File: src/rtl/burst_fifo_req.sv
`timescale 1ns/1ps
module burst_fifo_req #(
  parameter int WIDTH      = 32,
  parameter int DEPTH      = 7,
  parameter int BURST      = 4,
  parameter int RX_ROOM    = 3,
  parameter int SHORT_ROOM = 2,
  parameter int SHORT_MAX  = 2,
  parameter int PENDW      = 8,
  localparam int CW = $clog2(DEPTH + 1),
  localparam int AW = $clog2(DEPTH),
  localparam int LW = $clog2(BURST + 1)
) (
  input  logic             clk,
  input  logic             rst_n,
  input  logic             err_clr,
  input  logic             rx_push,
  input  logic [WIDTH-1:0] rx_wdata,
  input  logic             rx_eof,
  output logic             rx_req,
  output logic [LW-1:0]    rx_len,
  input  logic             rx_gnt,
  input  logic             rx_beat,
  output logic [WIDTH-1:0] rx_rdata,
  output logic [CW-1:0]    rx_count,
  output logic [CW-1:0]    rx_space,
  output logic             rx_full,
  output logic             rx_empty,
  output logic             rx_ovf,
  input  logic [PENDW-1:0] tx_next_len,
  output logic             tx_req,
  output logic [LW-1:0]    tx_len,
  input  logic             tx_gnt,
  input  logic             tx_beat,
  input  logic [WIDTH-1:0] tx_wdata,
  input  logic             tx_pop,
  output logic [WIDTH-1:0] tx_rdata,
  output logic [CW-1:0]    tx_count,
  output logic             tx_full,
  output logic             tx_empty,
  output logic             tx_udr
);

  localparam logic [CW-1:0] FULL_C  = CW'(DEPTH);
  localparam logic [CW-1:0] BURST_C = CW'(BURST);
  localparam logic [CW-1:0] ROOM_C  = CW'(RX_ROOM);
  localparam logic [CW-1:0] SROOM_C = CW'(SHORT_ROOM);
  localparam logic [AW-1:0] LAST_P  = AW'(DEPTH - 1);

  function automatic logic [AW-1:0] step(input logic [AW-1:0] p);
    return (p == LAST_P) ? '0 : p + AW'(1);
  endfunction

  // receive side
  logic [WIDTH-1:0] rx_mem [DEPTH];
  logic [AW-1:0]    rx_wp, rx_rp;
  logic [CW-1:0]    rx_cnt;
  logic [LW-1:0]    rx_left;
  logic             rx_busy, rx_eofp;
  logic             rx_wr, rx_rd, rx_thr, rx_tail;
  logic [LW-1:0]    rx_nlen;

  assign rx_rd    = rx_busy && rx_beat && (rx_cnt != '0);
  assign rx_wr    = rx_push && ((rx_cnt != FULL_C) || rx_rd);
  assign rx_space = FULL_C - rx_cnt;
  assign rx_thr   = (rx_cnt >= BURST_C) && (rx_space >= ROOM_C);
  assign rx_tail  = rx_eofp && (rx_cnt != '0);
  assign rx_nlen  = (rx_cnt >= BURST_C) ? LW'(BURST) : LW'(rx_cnt);
  assign rx_rdata = rx_mem[rx_rp];
  assign rx_count = rx_cnt;
  assign rx_full  = (rx_cnt == FULL_C);
  assign rx_empty = (rx_cnt == '0);

  always_ff @(posedge clk)
    if (rx_wr) rx_mem[rx_wp] <= rx_wdata;

  always_ff @(posedge clk) begin
    if (!rst_n) begin
      rx_wp <= '0; rx_rp <= '0; rx_cnt <= '0;
      rx_req <= 1'b0; rx_len <= '0; rx_busy <= 1'b0; rx_left <= '0;
      rx_eofp <= 1'b0; rx_ovf <= 1'b0;
    end else begin
      if (rx_wr) rx_wp <= step(rx_wp);
      if (rx_rd) rx_rp <= step(rx_rp);
      case ({rx_wr, rx_rd})
        2'b10:   rx_cnt <= rx_cnt + CW'(1);
        2'b01:   rx_cnt <= rx_cnt - CW'(1);
        default: ;
      endcase
      if (!rx_busy && !rx_req && (rx_thr || rx_tail)) begin
        rx_req <= 1'b1;
        rx_len <= rx_nlen;
      end else if (rx_req && rx_gnt) begin
        rx_req  <= 1'b0;
        rx_busy <= 1'b1;
        rx_left <= rx_len;
      end else if (rx_busy && rx_beat) begin
        rx_left <= rx_left - LW'(1);
        if (rx_left == LW'(1)) rx_busy <= 1'b0;
      end
      if (rx_wr && rx_eof) rx_eofp <= 1'b1;
      else if (rx_req && rx_gnt && (CW'(rx_len) == rx_cnt)) rx_eofp <= 1'b0;
      if (rx_push && !rx_wr) rx_ovf <= 1'b1;
      else if (err_clr) rx_ovf <= 1'b0;
    end
  end

  // transmit side
  logic [WIDTH-1:0] tx_mem [DEPTH];
  logic [AW-1:0]    tx_wp, tx_rp;
  logic [CW-1:0]    tx_cnt, tx_space;
  logic [LW-1:0]    tx_left;
  logic             tx_busy, tx_bt, tx_wr, tx_rd, tx_go;
  logic [LW-1:0]    tx_nlen;

  assign tx_bt    = tx_busy && tx_beat;
  assign tx_rd    = tx_pop && (tx_cnt != '0);
  assign tx_wr    = tx_bt && ((tx_cnt != FULL_C) || tx_rd);
  assign tx_space = FULL_C - tx_cnt;
  assign tx_go    = (tx_next_len != '0) &&
                    ((tx_space >= BURST_C) ||
                     ((tx_space >= SROOM_C) && (tx_next_len <= PENDW'(SHORT_MAX))));
  assign tx_nlen  = (tx_next_len >= PENDW'(BURST)) ? LW'(BURST) : LW'(tx_next_len);
  assign tx_rdata = tx_mem[tx_rp];
  assign tx_count = tx_cnt;
  assign tx_full  = (tx_cnt == FULL_C);
  assign tx_empty = (tx_cnt == '0);

  always_ff @(posedge clk)
    if (tx_wr) tx_mem[tx_wp] <= tx_wdata;

  always_ff @(posedge clk) begin
    if (!rst_n) begin
      tx_wp <= '0; tx_rp <= '0; tx_cnt <= '0;
      tx_req <= 1'b0; tx_len <= '0; tx_busy <= 1'b0; tx_left <= '0;
      tx_udr <= 1'b0;
    end else begin
      if (tx_wr) tx_wp <= step(tx_wp);
      if (tx_rd) tx_rp <= step(tx_rp);
      case ({tx_wr, tx_rd})
        2'b10:   tx_cnt <= tx_cnt + CW'(1);
        2'b01:   tx_cnt <= tx_cnt - CW'(1);
        default: ;
      endcase
      if (!tx_busy && !tx_req && tx_go) begin
        tx_req <= 1'b1;
        tx_len <= tx_nlen;
      end else if (tx_req && tx_gnt) begin
        tx_req  <= 1'b0;
        tx_busy <= 1'b1;
        tx_left <= tx_len;
      end else if (tx_bt) begin
        tx_left <= tx_left - LW'(1);
        if (tx_left == LW'(1)) tx_busy <= 1'b0;
      end
      if (tx_pop && !tx_rd) tx_udr <= 1'b1;
      else if (err_clr) tx_udr <= 1'b0;
    end
  end

  // checks
  p_rx_hold_r5: assert property (@(posedge clk) disable iff (!rst_n)
    (rx_req && !rx_gnt) |=> (rx_req && $stable(rx_len)));
  p_tx_hold_r5: assert property (@(posedge clk) disable iff (!rst_n)
    (tx_req && !tx_gnt) |=> (tx_req && $stable(tx_len)));
  p_rx_len_ok_r6: assert property (@(posedge clk) disable iff (!rst_n)
    rx_req |-> ((rx_len != '0) && (CW'(rx_len) <= rx_count)));
  p_rx_bound_r2: assert property (@(posedge clk) disable iff (!rst_n)
    (rx_count <= FULL_C) && (tx_count <= FULL_C));
  p_tx_room_r8: assert property (@(posedge clk) disable iff (!rst_n)
    tx_req |-> (tx_space >= SROOM_C));
  p_no_overflow_r9: assert property (@(posedge clk) disable iff (!rst_n)
    (rx_ovf && !err_clr) |=> rx_ovf);
  p_udr_sticky_r10: assert property (@(posedge clk) disable iff (!rst_n)
    (tx_udr && !err_clr) |=> tx_udr);

endmodule

File: config.mk
export PLATFORM = sky130hd
export DESIGN_NAME = burst_fifo_req
export DESIGN_NICKNAME = d
export VERILOG_FILES = /design/src/rtl/burst_fifo_req.sv
export SDC_FILE = /design/constraint.sdc
export NUM_CORES = 1
export LEC_CHECK = 0
export BUFFER_PORTS_ARGS = -buffer_cell sky130_fd_sc_hd__buf_2
export CAP_MARGIN = 20
export CORE_MARGIN = 4
export CORE_UTILIZATION = 56
export CTS_CLUSTER_SIZE = 40
export DETAILED_ROUTE_END_ITERATION = 8
export PLACE_DENSITY_LB_ADDON = 0.1
export SETUP_SLACK_MARGIN = 0.05
export SLEW_MARGIN = 20
export SYNTH_ARGS = -nofsm -noshare
export SYNTH_HDL_FRONTEND = slang
export SYNTH_SLANG_ARGS = --single-unit
File: constraint.sdc
create_clock -name clk -period 9.6 [get_ports clk]
set_input_delay 2.88 -clock clk [delete_from_list [all_inputs] [get_ports clk]]
set_output_delay 2.88 -clock clk [all_outputs]
set_load 0.1 [all_outputs]
==> flow_metrics.py, run 1 <==
metrics = {
    "floorplan": {
        "coreArea_um2": 33620,
        "num_io_pins": 169,
        "dieArea_um2": 37110,
        "die_y_um": 192.7,
        "row_count": 67,
        "dieWidth_um": 192.7,
        "initial_utilization": 0.5680,
    },
    "sta": {
        "hold_violations": 0,
        "worst_pin_slew_ns": 1.054,
        "hold_slack_ns": 0.4648,
        "setup_viol_count_final": 0,
        "skew_ns": 0.009869,
        "timing.setup.tns_ns": 0,
        "fin_crit_sh": 0.6272,
        "rsz0062_at_grt": "false",
        "max_freq_ghz": 0.1661,
        "period_needed_ns": 6.021,
        "max_slew_margin": 0.2957,
        "slew_violations": 0,
    },
    "synthesis": {
        "yosysTopAreaCellShare": 0.7046,
        "ys_ff_latch": 491,
        "postSynthCellCount": 1057,
        "synth_most_common_cell": "edfxtp_1",
        "synth_edf_count": 448,
        "netlist_area_um2": 19090,
        "syn-num-nets": 1146,
        "ys_seq_area_frac": 0.7497,
        "synth_common_cells": "edfxtp_1, nand2_1, mux2i_1",
        "ys_types": 51,
        "avgSynthCellArea_um2": 18.06,
        "ys_warn_count": 0,
        "synth_ff_type": "edfxtp_1",
        "synth_area_leaders": "edfxtp_1, mux4_2, dfxtp_1, mux2_2, mux2i_1",
        "synthArstFlopShare": 0,
        "yosysTopAreaCell": "edfxtp_1",
    },
    "setup_path": {
        "cp_slowest_cell": "buf_4",
        "cp_top_family": "buffers and inverters",
        "r2r_setup_slack_ns": 7.12,
        "path_class": "register to primary output",
        "path_cells": "buf_4 > mux4_2 > mux2_2 > buf_2",
        "cp_data_required_time_ns": 6.72,
        "start_kind": "register",
        "ff2ff_path_depth": 9,
        "cp.arrival_ns": 3.14,
        "slowest_delay_ns": 0.74,
        "path_max_fanout": 44,
        "reg2reg_to": "rx_count[2]",
        "crit_buf_inv": 2,
        "reg2reg_from": "rx_count[2]",
        "endpoint_kind": "primary output",
    },
    "grt": {
        "grt_max_degree": 97,
        "grt_pass1_wl_um": 55900,
        "antenna_found_initial": 5,
        "grt_overflow": 0,
        "grt_pass1_vias": 9965,
        "grt_usage": 0.1958,
    },
    "run": {
        "max_cap_viol_count": 0,
    },
    "clocking": {
        "cts_resized": 0,
        "cts_tree": "yes",
        "clk_pin_slew_ns": 0.06,
        "htree_levels": 2,
        "clockRootBuffer": "clkbuf_16",
        "clk_latency_ns": 0.55,
        "clockBufferDepth": 3,
        "cts_hold_buf": 0,
        "cts.sinks": 491,
        "numCtsBuffers": 49,
        "cts_setup_buffers": 0,
    },
    "power_and_ir_drop": {
        "p_leak_nw": 7.143,
        "powerDensity_nw_per_um2": 235.7,
        "irDropWorstVdd_mv": 0.2063,
    },
    "drt": {
        "drt_iter0_drc": 582,
        "detail_route.wl_per_cell_um": 20.81,
        "drc": 0,
        "detailedRoute.firstPassIterationCount": 4,
        "via_count": 9719,
        "wirelength_um": 35920,
        "via_per_inst": 5.631,
        "antenna_left": 0,
    },
    "placement": {
        "gp_routability_congestion": 0.7374,
        "dp_hpwl_um": 19780,
        "port_buffers": 168,
        "placed_cells": 1633,
        "placed_cell_area_um2": 20500,
    },
    "min_path": {
        "min_to": "rx_eofp",
        "whs_path_depth": 2,
        "min_from": "rx_eofp",
        "hold_class": "register to register",
    },
    "run_status": {
        "outcome": "finished clean",
    },
    "layout": {
        "area_growth_pct": 15.88,
        "drive_above_1_share": 0.3216,
        "fin_cells": 1726,
        "finalInstanceArea_um2": 22130,
        "final_nets": 1326,
    },
}
metrics by stage:
stage	setup WS, ns	power, mW	util
floorplan	2.233	3.231	-
global placement	4.095	3.387	0.6097
detailed placement	4.086	3.396	0.6097
CTS	3.492	5.268	0.6572
global route	3.381	5.413	0.6580
finish	3.579	5.216	0.6582
worst max path at each step:
stage	start	to	slack, ns	cells past startpoint
3_3_place_gp	register	tx_rdata[22]	4.10	4
6_report	register	rx_rdata[12]	3.58	4
3_5_place_dp	register	tx_rdata[17]	4.09	4
2_1_floorplan	tx_pop	tx_mem[2][0]	2.23	4
5_1_grt	register	tx_rdata[22]	3.38	4
4_1_cts	register	tx_rdata[22]	3.49	4
cells by family after synthesis:
kind of cell / after synthesis / share of synthesized area
mux: 198 / 0.1499
compound gates: 124 / 0.03788
fa+ha+maj: 7 / 0.005374
simple gates: 155 / 0.03696
xor+xnor: 10 / 0.004587
buf+inv: 72 / 0.01560
flops: 491 / 0.7497
routing by layer:
metal,global-route usage,wire length (um),vias to the layer above
met3,0.04179,1893,56
li1,-,-,4522
met1,0.2781,15920,4913
met4,0.05348,779,8
met2,0.3130,17270,220
met5,0,55,-
power by group:
| group | total [mW] | internal, mW | switching (mW) |
|---|---|---|---|
| Sequential | 2.44 | 2.38 | 0.0595 |
| Clock | 1.87 | 1.12 | 0.751 |
| Combinational | 0.899 | 0.233 | 0.665 |
layout by cell type, fill, tap and decap left out, drive strengths merged, types with 2 or more instances in the layout:
| cell | netlist | routed |
|---|---|---|
| a211oi | 5 | 5 |
| a21boi | 3 | 3 |
| a21oi | 23 | 23 |
| a311oi | 2 | 2 |
| a31oi | 2 | 2 |
| and2 | 2 | 2 |
| and3 | 2 | 2 |
| buf | 23 | 186 |
| bufinv | 0 | 5 |
| clkbuf | 34 | 66 |
| clkinv | 1 | 18 |
| dfxtp | 43 | 43 |
| diode | 0 | 3 |
| edfxtp | 448 | 448 |
| fa | 2 | 2 |
| ha | 5 | 5 |
| inv | 14 | 14 |
| mux2 | 64 | 64 |
| mux2i | 70 | 70 |
| mux4 | 64 | 64 |
| nand2 | 91 | 91 |
| nand2b | 3 | 3 |
| nand3 | 7 | 7 |
| nand3b | 4 | 4 |
| nand4b | 4 | 4 |
| nor2 | 22 | 22 |
| nor3 | 7 | 7 |
| nor4 | 4 | 4 |
| nor4b | 2 | 2 |
| o211ai | 2 | 2 |
| o21a | 2 | 2 |
| o21ai | 75 | 75 |
| o41ai | 2 | 2 |
| or3 | 4 | 4 |
| xnor2 | 3 | 3 |
| xor2 | 7 | 7 |
state kept, by name (all words and copies together), names as in the netlist, named ones only:
signal and cells:
rx_mem 224, tx_mem 224, rx_count 3, rx_left 3
rx_len 3, rx_rp 3, rx_wp 3, tx_count 3
tx_left 3, tx_len 3, tx_rp 3, tx_wp 3
rx_busy 1, rx_eofp 1, rx_ovf 1, rx_req 1
tx_busy 1, tx_req 1, tx_udr 1
cell type report:
class	count	area, um^2
sequential	491	14330
fill	2329	11490
multi-input combinational	494	4582
clock buffer	66	1360
timing repair buffer	186	996.0
tap	448	560.5
clock inverter	23	234.0
inverter	15	56.30
antenna	3	7.507
worst reg2reg max path, stage by stage (launching register included):
cell and delay, ns:
dfxtp_1 0.53, and3_1 0.29, a21boi_2 0.12, clkinv_1 0.19
ha_1 0.23, inv_1 0.06, fa_1 0.37, xor2_1 0.16
or3_1 0.30, a21oi_1 0.14
Note: power is estimated with default switching activity, not from simulation.
==> run 2: changes to the inputs <==
Settings changed: ABC_AREA set to 1, CORE_UTILIZATION 56 to 53.
Clock period 9.6 ns to 4.9 ns, I/O delays scaled along.
==> run 2 against run 1 <==
Clock power rose by 97%. Via count rose by 25%. Synthesized cell count rose by 46%. Clock skew rose by 0.010 ns. Combinational power rose to 3.1 times the previous value. Final cell count rose by 28%. Sequential cell count did not move. Utilization fell by 3.7 points. Sequential share of layout area fell by 0.25 points. Critical endpoint is now tx_rdata[28].
==> flow_metrics.py, run 2 <==
metrics = {
    "layout": {
        "final_nets": 1798,
        "final_cell_mix": "edfxtp_1, nand2_1, buf_2, o21ai_0, nor2_1",
        "multi_input_area_um2": 4339,
        "drive_above_1_share": 0.1769,
        "fill_cells": 2714,
        "utilization": 0.6210,
        "layout_commonest_cell": "edfxtp_1",
        "seq_area_um2": 14320,
        "area_growth_pct": 15.16,
        "reg.largest.list": "rx_mem (224), tx_mem (224)",
    },
    "setup_path": {
        "path_cells": "buf_4 > o21ai_0 > o22ai_1 > nand2_1 > o21ai_1 > buf_2",
        "r2r_setup_slack_ns": 2.55,
        "slowest_delay_ns": 0.91,
        "cp_data_required_time_ns": 3.43,
        "cp.arrival_ns": 2.86,
        "ff2ff_path_depth": 7,
        "reg2reg_from": "tx_busy",
        "start_kind": "register",
        "path_class": "register to primary output",
        "cp_slowest_cell": "dfxtp_2",
        "path_max_fanout": 44,
        "endpoint_kind": "primary output",
        "reg2reg_to": "tx_mem[5][7]",
    },
    "synthesis": {
        "ys_seq_area_frac": 0.7427,
        "synth_most_common_cell": "edfxtp_1",
        "postSynthCellCount": 1544,
        "synth_edf_count": 448,
        "yosysTopAreaCellShare": 0.6980,
        "yosysTopAreaCell": "edfxtp_1",
        "synth_area_leaders": "edfxtp_1, nand2_1, dfxtp_1, o21ai_0, a21oi_1",
        "synthArstFlopShare": 0,
        "ys_warn_count": 0,
        "avgSynthCellArea_um2": 12.48,
        "ys_ff_latch": 491,
        "synth_ff_type": "edfxtp_1",
        "netlist_area_um2": 19270,
        "ys_types": 40,
        "synth_common_cells": "edfxtp_1, nand2_1, nor2_1",
        "syn-num-nets": 1633,
    },
    "sta": {
        "fin_crit_sh": 0.8835,
        "rsz0062_at_grt": "false",
        "max_freq_ghz": 0.2310,
        "skew_ns": 0.01998,
        "hold_slack_ns": 0.4603,
        "setup_viol_count_final": 0,
        "timing.setup.tns_ns": 0,
        "worst_pin_slew_ns": 0.8931,
        "hold_violations": 0,
        "slew_violations": 0,
        "period_needed_ns": 4.329,
        "max_slew_margin": 0.4046,
    },
    "clocking": {
        "clockRootBuffer": "clkbuf_16",
        "clk_pin_slew_ns": 0.06,
        "clockBufferDepth": 3,
        "clk_latency_ns": 0.57,
        "cts.sinks": 491,
        "cts_hold_buf": 0,
        "cts_setup_buffers": 0,
        "cts_tree": "yes",
        "numCtsBuffers": 49,
        "htree_levels": 2,
        "cts_resized": 0,
    },
    "drt": {
        "drc": 0,
        "antenna_left": 0,
        "via_per_inst": 5.482,
        "detailedRoute.firstPassIterationCount": 5,
        "wirelength_um": 41300,
        "drt_iter0_drc": 846,
        "via_count": 12120,
        "detail_route.wl_per_cell_um": 18.68,
    },
    "min_path": {
        "min_from": "tx_udr",
        "min_to": "tx_udr",
        "whs_path_depth": 2,
        "hold_class": "register to register",
    },
    "placement": {
        "gp_routability_congestion": 0.7888,
        "port_buffers": 168,
        "dp_hpwl_um": 23770,
    },
    "power_and_ir_drop": {
        "powerDensity_nw_per_um2": 507.2,
        "irDropWorstVdd_mv": 0.4048,
        "pwr-share-comb": 0.247,
        "clkPwrFrac": 0.327,
        "cell_internal_pwr_mw": 7.396,
        "p_leak_nw": 8.027,
        "p_total_mw": 11.26,
        "p_sw_mw": 3.861,
        "p_seq_frac": 0.426,
        "p_sw_frac": 0.3430,
    },
    "floorplan": {
        "dieWidth_um": 198.7,
        "die_y_um": 198.7,
        "row_count": 69,
        "dieArea_um2": 39480,
        "initial_utilization": 0.5392,
        "num_io_pins": 169,
        "coreArea_um2": 35740,
    },
    "grt": {
        "grt_overflow": 0,
        "grt_max_degree": 63,
        "grt_pass1_vias": 11570,
        "grt_pass1_wl_um": 63830,
        "grt_usage": 0.2070,
        "antenna_found_initial": 5,
    },
    "run": {
        "max_cap_viol_count": 0,
    },
    "run_status": {
        "outcome": "finished clean",
    },
}
==> run 2: cell types whose count changed after synthesis, moves of 70 or more <==
cell	previous run	this run
nor2_1	22	168
mux2i_1	70	0
nand2_1	91	254
o21ai_0	64	159
a21oi_1	23	151
==> run 2: kinds of logic after synthesis <==
| logic type | count (synthesis) | share of synthesized area |
|---|---|---|
| fa+ha+maj | 7 | 0.005323 |
| compound gates | 437 | 0.1204 |
| simple gates | 462 | 0.09420 |
| xor+xnor | 1 | 0.0004545 |
| buf+inv | 146 | 0.03700 |
| flops | 491 | 0.7427 |
==> run 2: power groups by stage <==
stage	Sequential [mW]	Combinational, mW	Clock, mW
global placement	4.88	2.77	0
CTS	4.79	2.80	3.77
finish	4.79	2.79	3.68
floorplan	5.07	2.09	0
detailed placement	4.88	2.79	0
global route	4.81	2.98	3.93
==> run 2: cell type report <==
type,count,area share
inverters,60,0.01054
repair buffers,200,0.05040
clock buffers,62,0.06026
well taps,461,0.02599
clock inverters,27,0.01184
flip-flops and latches,491,0.6451
multi-input cells,907,0.1955
diodes,3,0.0003382
==> run 2: worst max-delay path by stage <==
stage	from	depth (start not counted)	slack [ns]	end
after CTS	register	6	0.54	tx_rdata[27]
after floorplan	tx_beat	6	0.28	tx_mem[0][0]
final	register	6	0.57	tx_rdata[28]
after global routing	register	6	0.32	tx_rdata[28]
after detailed placement	register	6	1.17	tx_rdata[27]
after global placement	register	6	1.19	tx_rdata[11]
==> run 2: metrics by stage <==
| stage | std cells | area (um^2) | worst slack [ns] |
|---|---|---|---|
| 2_1_floorplan | 1544 | 19270 | 0.2814 |
| 3_3_place_gp | 2119 | 20590 | 1.195 |
| 3_5_place_dp | 2119 | 20590 | 1.168 |
| 4_1_cts | 2208 | 22190 | 0.5422 |
| 5_1_grt | 2209 | 22190 | 0.3234 |
| 6_report | 2211 | 22200 | 0.5710 |
==> run 2: critical path: cells and delay by family, from the launching register on <==
kind	cells	cell delay [ns]
buffers and inverters	2	0.86
flip-flops	1	0.91
AO/OA/AOI/OAI	3	0.43
AND/OR/NAND/NOR	1	0.07
==> run 2: per-layer routing <==
metal  track usage  share of wire
met1        0.2688           0.42
met2        0.3580           0.50
met3       0.04387          0.057
met4       0.05496          0.020
met5             0        0.00094
